--- config.mk ---
export PLATFORM = sky130hd
export DESIGN_NAME = timer_tick_source
export DESIGN_NICKNAME = d
export VERILOG_FILES = /design/src/rtl/timer_tick_pkg.sv /design/src/rtl/prescale_divider.sv /design/src/rtl/prescale_taps.sv /design/src/rtl/ext_edge_detect.sv /design/src/rtl/tick_select.sv /design/src/rtl/timer_tick_source.sv
export SDC_FILE = /design/constraint.sdc
export NUM_CORES = 1
export LEC_CHECK = 0
export ABC_AREA = 1
export BUFFER_PORTS_ARGS = -buffer_cell sky130_fd_sc_hd__buf_2
export CORE_AREA = 2 2 39 41
export CTS_CLUSTER_SIZE = 14
export DETAILED_ROUTE_END_ITERATION = 8
export DIE_AREA = 0 0 41 43
export SYNTH_ARGS = -nofsm -noshare
export SYNTH_HDL_FRONTEND = slang
export SYNTH_SLANG_ARGS = --single-unit
export TNS_END_PERCENT = 1
--- constraint.sdc ---
create_clock -name clk -period 2.08 [get_ports clk]
set_clock_uncertainty 0.15 [all_clocks]
set_input_delay 0.208 -clock clk [delete_from_list [all_inputs] [get_ports clk]]
set_output_delay 0.208 -clock clk [all_outputs]
set_load 0.02 [all_outputs]
--- src/rtl/timer_tick_pkg.sv ---
// Shared types for the timer tick source.
// Assumes the division ratios are powers of two that fit the divider width.
package timer_tick_pkg;

    // Select codes; the numeric values are the externally visible encoding.
    typedef enum logic [2:0] {
        CS_STOP     = 3'b000,
        CS_DIV1     = 3'b001,
        CS_DIV8     = 3'b010,
        CS_DIV64    = 3'b011,
        CS_DIV256   = 3'b100,
        CS_DIV1024  = 3'b101,
        CS_EXT_FALL = 3'b110,
        CS_EXT_RISE = 3'b111
    } clk_sel_e;

    // Number of divided taps (8, 64, 256, 1024).
    localparam int N_TAPS = 4;

    // log2 of the ratio for tap index i.
    function automatic int tap_shift(input int i);
        case (i)
            0:       return 3;
            1:       return 6;
            2:       return 8;
            default: return 10;
        endcase
    endfunction

endpackage

--- src/rtl/prescale_divider.sv ---
// Free-running binary divider.
// Clears on synchronous active-low reset, then advances once per clock,
// independent of the selected tick source.
module prescale_divider #(
    parameter int DIV_W = 10
) (
    input  logic             clk,
    input  logic             rst_n,
    output logic [DIV_W-1:0] count
);

    // Advance the divider every cycle, wrapping at 2**DIV_W.
    always_ff @(posedge clk) begin
        if (!rst_n) count <= '0;
        else        count <= count + 1'b1;
    end



    div_advance_chk: assert property (@(posedge clk) disable iff (!rst_n)
        $past(rst_n) |-> count == $past(count) + 1'b1);


    div_clear_chk: assert property (@(posedge clk)
        $past(rst_n) == 1'b0 && rst_n |-> count == '0);

endmodule

--- src/rtl/prescale_taps.sv ---
// Decodes the divider into one terminal-count flag per ratio.
// Flag i is high while the low tap_shift(i) bits of the count are all ones,
// which makes the registered tick fall on multiples of the ratio.
// Assumes every tap_shift(i) is no larger than DIV_W.
module prescale_taps
    import timer_tick_pkg::*;
#(
    parameter int DIV_W = 10
) (
    input  logic [DIV_W-1:0]  count,
    output logic [N_TAPS-1:0] wrap
);

    for (genvar i = 0; i < N_TAPS; i++) begin : g_tap
        localparam int SH = tap_shift(i);
        // Terminal-count decode for this ratio.
        always_comb wrap[i] = &count[SH-1:0];
    end

endmodule

--- src/rtl/ext_edge_detect.sv ---
// Synchronizes an asynchronous pin and flags its edges.
// SYNC_STAGES flops (at least 2) resolve metastability. One more flop holds
// the previous synchronized level, and the rise and fall flags are each one
// cycle wide. Every stage clears to low on reset.
module ext_edge_detect #(
    parameter int SYNC_STAGES = 2
) (
    input  logic clk,
    input  logic rst_n,
    input  logic ext_in,
    output logic rise,
    output logic fall
);

    logic [SYNC_STAGES-1:0] sync_q;
    logic                   last_q;

    // Shift the pin through the synchronizer chain.
    always_ff @(posedge clk) begin
        if (!rst_n) sync_q <= '0;
        else        sync_q <= {sync_q[SYNC_STAGES-2:0], ext_in};
    end

    // Remember the previous synchronized level for edge detection.
    always_ff @(posedge clk) begin
        if (!rst_n) last_q <= 1'b0;
        else        last_q <= sync_q[SYNC_STAGES-1];
    end

    // Compare current and previous synchronized levels.
    always_comb begin
        rise = sync_q[SYNC_STAGES-1] & ~last_q;
        fall = ~sync_q[SYNC_STAGES-1] & last_q;
    end


    fall_single_chk: assert property (@(posedge clk) disable iff (!rst_n)
        fall |=> !fall);


    rise_single_chk: assert property (@(posedge clk) disable iff (!rst_n)
        rise |=> !rise);

endmodule

--- src/rtl/tick_select.sv ---
// Registered tick source multiplexer.
// Samples the select code and all candidate sources at the same edge, so a
// code change acts on the next cycle and cannot add a stray pulse.
module tick_select
    import timer_tick_pkg::*;
(
    input  logic              clk,
    input  logic              rst_n,
    input  logic [2:0]        sel,
    input  logic [N_TAPS-1:0] wrap,
    input  logic              rise,
    input  logic              fall,
    output logic              tick
);

    logic tick_d;

    // Pick the candidate named by the select code.
    always_comb begin
        case (clk_sel_e'(sel))
            CS_DIV1:     tick_d = 1'b1;
            CS_DIV8:     tick_d = wrap[0];
            CS_DIV64:    tick_d = wrap[1];
            CS_DIV256:   tick_d = wrap[2];
            CS_DIV1024:  tick_d = wrap[3];
            CS_EXT_FALL: tick_d = fall;
            CS_EXT_RISE: tick_d = rise;
            default:     tick_d = 1'b0;
        endcase
    end

    // Register the strobe.
    always_ff @(posedge clk) begin
        if (!rst_n) tick <= 1'b0;
        else        tick <= tick_d;
    end


    stop_quiet_chk: assert property (@(posedge clk) disable iff (!rst_n)
        $past(sel) == CS_STOP |-> !tick);


    div1_every_chk: assert property (@(posedge clk) disable iff (!rst_n)
        $past(rst_n) && $past(sel) == CS_DIV1 |-> tick);

endmodule

--- src/rtl/timer_tick_source.sv ---
// Top of the timer tick source: divider, tap decode, pin edge detector and
// registered source select. Output is a one-cycle count-enable strobe.
// Assumes clk_sel is synchronous to clk; ext_in may be fully asynchronous.
module timer_tick_source
    import timer_tick_pkg::*;
#(
    parameter int DIV_W       = 10,
    parameter int SYNC_STAGES = 2
) (
    input  logic       clk,
    input  logic       rst_n,
    input  logic [2:0] clk_sel,
    input  logic       ext_in,
    output logic       tick
);

    localparam int TOP_SH = tap_shift(N_TAPS - 1);

    logic [DIV_W-1:0]  count;
    logic [N_TAPS-1:0] wrap;
    logic              rise;
    logic              fall;

    prescale_divider #(.DIV_W(DIV_W)) u_div (
        .clk   (clk),
        .rst_n (rst_n),
        .count (count)
    );

    prescale_taps #(.DIV_W(DIV_W)) u_taps (
        .count (count),
        .wrap  (wrap)
    );

    ext_edge_detect #(.SYNC_STAGES(SYNC_STAGES)) u_edge (
        .clk    (clk),
        .rst_n  (rst_n),
        .ext_in (ext_in),
        .rise   (rise),
        .fall   (fall)
    );

    tick_select u_sel (
        .clk   (clk),
        .rst_n (rst_n),
        .sel   (clk_sel),
        .wrap  (wrap),
        .rise  (rise),
        .fall  (fall),
        .tick  (tick)
    );


    div_top_align_chk: assert property (@(posedge clk) disable iff (!rst_n)
        tick && $past(clk_sel) == CS_DIV1024 |-> &$past(count[TOP_SH-1:0]));


    div8_align_chk: assert property (@(posedge clk) disable iff (!rst_n)
        tick && $past(clk_sel) == CS_DIV8 |-> &$past(count[2:0]));


    reset_quiet_chk: assert property (@(posedge clk)
        !$past(rst_n) |-> !tick);

endmodule

# ---- Word level (Yosys, flattened, before mapping)
# Cells that the tools add are included.
dict set report totals {
  input_bits 6
  regBits 14
  word_cells 21
  out_inout_bits 1
}
dict set report classes {
  eq_ne 7
  n_bitwise 4
  reduce_logical 4
  add_sub_neg 1
  muxes 1
}
# op count
set op_table {}
lappend op_table {{$eq A3 B3 Y1 const B} 4}
lappend op_table {{$add A10 B1 Y10 const B} 1}
lappend op_table {{$reduce_and A10 Y1} 1}
lappend op_table {{$reduce_and A8 Y1} 1}
lappend op_table {{$pmux W1 S7} 1}
lappend op_table {{$eq A3 B2 Y1 const B} 2}
lappend op_table {{$reduce_and A6 Y1} 1}
lappend op_table {{$eq A3 B1 Y1 const B} 1}
lappend op_table {{$reduce_and A3 Y1} 1}
lappend op_table {{$and A1 B1 Y1} 2}
lappend op_table {{$not A1 Y1} 2}

# ---- Depth between registers and ports, before layout
# Gate-level depths: netlist (run 1).
dict set report depth {
  word_depth 3
  depth_mapped 7
  depth_no_buf 7
}

# ---- Modules after synthesis
# A second synthesis (run 1) with hierarchy kept.
dict set report unflattened {
  hier_cells 102
  area_unflattened_um2 679.4
}
# module cells_per_inst seq_area_each_um2 instances area_each_um2
set modules_own_cells {}
lappend modules_own_cells {prescale_divider 57 200.2 1 422.9}
lappend modules_own_cells {ext_edge_detect 13 60.1 1 100.1}
lappend modules_own_cells {tick_select 19 20.0 1 98.8}
lappend modules_own_cells {prescale_taps 13 0.0 1 57.6}

# ---- Least setup slack after synthesis (run 1)
# OpenSTA, ideal clock, no wires.
dict set report synth_timing {
  path_type {register to register}
  startpoint {register u_div.count[0]}
  endpoint {register u_sel.tick}
  period_less_slack_ns 1.230
  required_ns 1.864
  arrival_time_ns 1.014
  setup_ns 0.066
  setup_slack_ns 0.850
  n_path_buf 0
  path_stages_with_launch 8
  path_cell_list {dfxtp_1 > ha_1 > nand3_2 > nor2_4 > nand3_1 > nand2_1 > nand2_1 > a21oi_2}
}
dict set report synth_via {
  elab_chain_len 2
  elab_cells_between_ends 5
  classes_between {mux: 1; reduce/logical: 4}
}
# item line_no
set synth_rtl {}
lappend synth_rtl {{from (decl)} prescale_divider.sv:9} ;# output logic [DIV_W-1:0] count
lappend synth_rtl {{from (signal assigned)} prescale_divider.sv:15} ;# else count <= count + 1'b1;
lappend synth_rtl {{$reduce_and A10 Y1, or another cell as far along} prescale_taps.sv:17} ;# always_comb wrap[i] = &count[SH-1:0];
lappend synth_rtl {{$pmux W1 S7 *} tick_select.sv:20} ;# case (clk_sel_e'(sel))
lappend synth_rtl {{to (signal assigned)} tick_select.sv:35} ;# else tick <= tick_d;
lappend synth_rtl {{to (decl)} tick_select.sv:13} ;# output logic tick
# Mark *: on every way between the ends. The rest lies on a longest branch, timed or not.
# A chain may end at the register's enable or synchronous reset.

# ---- Final worst setup path (run 1)
# Same ends and word-level chain as after synthesis.

==> results of run 1 <==
## cell families (layout without fill, tap and decap cells)
group | after synthesis | count (layout) | synth area share [%]
and+or+nand+nor | 30 | 30 | 24.6
AOI/OAI and AO/OA | 16 | 16 | 15.1
buffers and inverters | 14 | 24 | 9.03
DFF | 14 | 14 | 47.1
adders and majority gates | 2 | 2 | 4.20
## report_power, final
part | internal, mW | leakage [nW] | total (mW) | switching [mW]
Combinational | 0.0136 | 0.182 | 0.0310 | 0.0174
Clock | 0.106 | 0.0210 | 0.192 | 0.0857
Sequential | 0.276 | 0.114 | 0.281 | 0.00461
## stage by stage
step           total power, mW  utilization, %  cells  setup slack, ns  instance area, µm²
2_1_floorplan            0.306               -     76            0.850                 596
3_3_place_gp             0.316            46.3     97            0.783                 641
3_5_place_dp             0.317            46.3     97            0.745                 641
4_1_cts                  0.513            49.6    102            0.727                 687
5_1_grt                  0.526            49.6    102            0.637                 687
6_report                 0.504            49.6    102            0.738                 687
## worst reg2reg max path, stage by stage (launching register included)
cell and delay [ns]:
dfxtp_1 0.36, ha_1 0.20, nand3_2 0.12, nor2_4 0.14
nand3_1 0.09, nand2_1 0.06, nand2_1 0.06, a21oi_2 0.10
## worst min path at each step
stage	startpoint	slack, ns	cells past startpoint	end
final	clk_sel[2]	0.04	3	u_sel.tick
after global routing	clk_sel[2]	0.05	3	u_sel.tick
after CTS	clk_sel[2]	0.03	3	u_sel.tick
after detailed placement	ext_in	0.24	3	u_edge.sync_q[0]
after global placement	ext_in	0.24	3	u_edge.sync_q[0]
after floorplan	ext_in	0.15	2	u_edge.sync_q[0]
## state kept, by name, indices dropped and copies added (netlist names)
signal and flops:
u_div.count 10, u_edge.last_q 1, u_edge.sync_q 2, u_sel.tick 1
## placed cells by master (no fill, tap or decap), drive strengths merged
| cell | instances |
|---|---|
| inv | 13 |
| o21ai | 5 |
| nand3 | 6 |
| clkbuf | 4 |
| dlygate4sd3 | 1 |
| a21oi | 8 |
| buf | 6 |
| a211oi | 1 |
| nor2 | 5 |
| nand2 | 18 |
| nor3 | 1 |
| a31oi | 1 |
| o21a | 1 |
| ha | 2 |
| dfxtp | 14 |
## routing by layer
metal / vias up / share of wire (%) / routed length [µm]
met5: - / 0 / 0
met3: 4 / 3.7 / 33
met2: 6 / 39 / 345
li1: 264 / - / -
met4: 0 / 2.8 / 25
met1: 181 / 54 / 478
## cell type report
class / count / area share [%]
Multi-Input combinational cell: 48 / 38.1
Timing Repair Buffer: 7 / 5.83
Clock buffer: 4 / 5.28
Tap cell: 16 / 2.91
Sequential cell: 14 / 40.8
Inverter: 13 / 7.10
## repair_timing
action                                 4_1_cts  5_1_grt
hold buffers                                 1        0
resized for setup                            0        0
setup buffers                                0        0
endpoints found under the hold margin        1        0
==> reports/metrics.yaml, run 1 <==
outcome:
  status: "finished clean"
setup_path:
  crit_required_ns: 2.15
  crit_fanout: 5
  crit_family: "simple AND/OR/NAND/NOR gates"
  cp.depth: 7
  path_class: "flip-flop to flip-flop"
  reg2reg_from: "u_div.count[0]"
  crit_top_cell: "nand2_1"
  cp_data_arrival_time_ns: 1.41
  r2r-end: "u_sel.tick"
  max_stage_delay_ns: 0.36
  cp-end-kind: "flip-flop"
  critical_path_buf_inv_count: 0
  ff2ff_path_depth: 7
  cp-endpoint: "u_sel.tick"
  cp-start-kind: "flip-flop"
  crit_chain: "ha_1 -> nand3_2 -> nor2_4 -> nand3_1 -> nand2_1 -> nand2_1 -> a21oi_2"
  slowest_stage: "dfxtp_1"
  reg2reg_slack_ns: 0.74
  startpoint: "u_div.count[0]"
timing:
  hold_viol: 0
  tns_ns: 0
  slew_viol_final: 0
  fin_crit_sh_pct: 64.5
  setup_viol: 0
  holdWs_ns: 0.0448
  tightest_slew_ns: 0.208
  rsz0062_at_grt: "no"
  relSlewSlack_pct: 86.1
  maxClockFrequency_mhz: 745
  period_needed_ns: 1.34
clock_network:
  clk_latency_ns: 0.28
  cts_tree: "done"
  clock-sinks: 14
  clock_path_buffers: 2
  h-tree-depth: 1
  cts_root_buffer: "clkbuf_4"
  numCtsBuffers: 3
  path_clk_slew_ns: 0.08
global_route:
  grt_util_met2_pct: 19.1
  gr-usage-all-layers_pct: 13.6
  grt_start_max_net_pins: 11
  antenna_found_initial: 0
  overflow: 0
  busiest_layer: "met2"
  globalRouteMet3Util_pct: 3.14
  grt_pass1_wl_mm: 1.58
  gr-usage-met1_pct: 16.4
  grt_pass1_vias: 435
synth:
  avgSynthCellArea_um2: 7.84
  synth_most_common_cell: "nand2_1"
  yosysTopAreaCell: "dfxtp_1"
  async_flop_share_pct: 0
  synth_edf_count: 0
  syn_inst: 76
  syn_area_um2: 596
  yosys_warnings: 0
  synth-seq-area-share_pct: 47.1
  ys.flop_type: "dfxtp_1"
  synth.distinct_cells: 17
  synth_top_area_share_pct: 47.1
  synthTopCellsByCount: "nand2_1 (18), dfxtp_1 (14), inv_1 (13)"
  synthTopCellsByArea: "dfxtp_1 (47%), nand2_1 (11%), inv_1 (8.2%)"
  synth-seq-cells: 14
  synth_nets: 84
flow_run:
  maxCapViolCount: 0
floorplanning:
  row_count: 14
  die_w_um: 41
  io_pins: 7
  initial_core_util_pct: 43.0
  die-area_um2: 1760
  core_area_um2: 1380
  die_y_um: 43
routing:
  route.detailed.wl_per_inst_um: 8.66
  drc: 0
  wl_um: 883
  drtIter0Drc: 5
  dr.pass1.iters: 4
  routed_via_density: 4.46
  route.vias.total: 455
  antenna_left: 0
power_and_ir_drop:
  peakVddDrop_mv: 0.370
  pwr_density_cell_nw_per_um2: 733
  p_leak_nw: 0.317
finish:
  register_area_um2: 280
  diodes: 0
  final_nets: 95
  fill_cells: 134
  drive_above_1_share_pct: 17.4
  area_delta_synth_final_pct: 15.3
  multi_input_area_um2: 262
place:
  place_congestion: 0.638
  io_buffers: 6
  dpl.hpwl_um: 672
worst_hold_path:
  min_path_type: "primary input to flip-flop"
Power figures use the tool's default switching activity.
==> run 2: changes to the inputs <==
PLACE_DENSITY = 0.66   (was default)
clock period = 1.2 ns   (was 2.08 ns; I/O delays follow)
==> reports/metrics.yaml, run 2 (same netlist as run 1, synthesis figures left out) <==
routing:
  route.vias.total: 506
  drtIter0Drc: 8
  antenna_left: 0
  dr.pass1.iters: 6
  routed_via_density: 4.69
  route.detailed.wl_per_inst_um: 10.6
  wl_mm: 1.14
  drc: 0
place:
  pre_cts_slack_ns: -0.0637
  io_buffers: 6
  place_congestion: 0.694
  dpl.hpwl_um: 799
  place_area_um2: 671
  dp.cells: 99
power_and_ir_drop:
  power_mw: 0.814
  seqPwrFrac_pct: 60.4
  comb_power_share_pct: 8.6
  peakVddDrop_mv: 0.727
  power.switching_mw: 0.182
  pwr_density_cell_nw_per_um2: 1060
  swShare_pct: 22.4
  p_leak_nw: 0.343
  p_int_mw: 0.632
  p_clk_share_pct: 31.0
setup_path:
  reg2reg_slack_ns: -0.06
  path_class: "flip-flop to flip-flop"
  crit_required_ns: 1.26
  crit_fanout: 3
  cp-start-kind: "flip-flop"
  r2r-end: "u_sel.tick"
  cp-end-kind: "flip-flop"
  cp-endpoint: "u_sel.tick"
  cp_data_arrival_time_ns: 1.32
  startpoint: "u_div.count[0]"
  reg2reg_from: "u_div.count[0]"
  ff2ff_path_depth: 6
timing:
  holdWs_ns: 0.00100
  relSlewSlack_pct: 86.9
  setup_ws_ns: -0.0596
  slew_viol_final: 0
  fin_crit_sh_pct: 105
  period_needed_ns: 1.26
  maxClockFrequency_mhz: 794
  rsz0062_at_grt: "yes"
  tns_ns: -0.129
  hold_viol: 0
  tightest_slew_ns: 0.196
  setup_viol: 3
global_route:
  overflow: 0
  grt_pass1_vias: 475
  grt_start_max_net_pins: 8
  grt_pass1_wl_mm: 1.92
  gr-usage-all-layers_pct: 17.1
  antenna_found_initial: 0
clock_network:
  h-tree-depth: 1
  cts_root_buffer: "clkbuf_4"
  path_clk_slew_ns: 0.07
  clock_path_buffers: 2
  clk_latency_ns: 0.27
  clock-sinks: 14
  numCtsBuffers: 3
  cts_tree: "done"
finish:
  final_area_um2: 768
  largest_reg_flops: 10
  fill_cells: 128
  regMostFlops: "u_div.count"
  area_delta_synth_final_pct: 29.0
  final_common_cell: "nand2_1"
  most-common-layout-cells: "nand2_1 (17), inv_1 (13), dfxtp_1 (10)"
  diodes: 0
  largest_registers: "u_div.count: 10 flops, u_edge.sync_q: 2 flops"
  instances_no_fill: 108
  drive_above_1_share_pct: 26.1
  fin_util_pct: 55.5
  final_nets: 102
outcome:
  status: "finished with violations"
  violations: "negative setup slack"
floorplanning:
  initial_core_util_pct: 43.0
  die_y_um: 43
  die_w_um: 41
  core_area_um2: 1380
  die-area_um2: 1760
  io_pins: 7
  row_count: 14
worst_hold_path:
  min_path_type: "primary input to flip-flop"
  hold_depth: 3
flow_run:
  maxCapViolCount: 0
## run 2: how the worst min path moves through the flow
stage	start	endpoint
floorplan	ext_in	u_edge.sync_q[0]
global placement	ext_in	u_edge.sync_q[0]
detailed placement	ext_in	u_edge.sync_q[0]
CTS	rst_n	u_div.count[4]
global route	rst_n	u_div.count[9]
finish	rst_n	u_div.count[4]
## run 2: layout make-up
type                            instances  area [µm²]  share of cell area, %
Tap cell                               16        20.0                   2.61
Timing Repair Buffer                   14         103                   13.4
Inverter                               13        48.8                   6.35
Sequential cell                        14         285                   37.1
Clock buffer                            3        22.5                   2.93
Multi-Input combinational cell         48         289                   37.6
## run 2: metal layers
metal  GRT usage, %  share of wire, %  routed length [µm]
met4           8.00               1.8                  21
met5              0                 0                   0
met2           26.9                52                 599
met3           7.85               4.0                  46
met1           18.4                42                 475
## run 2: timing repair
| action | 4_1_cts | 5_1_grt |
|---|---|---|
| resized for setup | 3 | 2 |
| pin swaps | 2 | 1 |
| setup endpoints to repair | 2 | 5 |
| endpoints found under the hold margin | 4 | 0 |
| hold buffers | 5 | 0 |
| buffers inserted | 0 | 1 |
## run 2: critical path, cell delays in order, from the launching register on
cell	delay (ns)
dfxtp_2	0.36
ha_4	0.15
nand3_4	0.07
nor2_4	0.15
buf_4	0.13
o21ai_1	0.06
a21oi_2	0.12
## run 2: power by group through the flow
| stage | logic, mW | clock network [mW] | registers (mW) |
|---|---|---|---|
| 6_report | 0.0698 | 0.252 | 0.492 |
| 4_1_cts | 0.0710 | 0.264 | 0.492 |
| 2_1_floorplan | 0.0348 | 0 | 0.502 |
| 5_1_grt | 0.0824 | 0.279 | 0.494 |
| 3_3_place_gp | 0.0536 | 0 | 0.501 |
| 3_5_place_dp | 0.0560 | 0 | 0.502 |
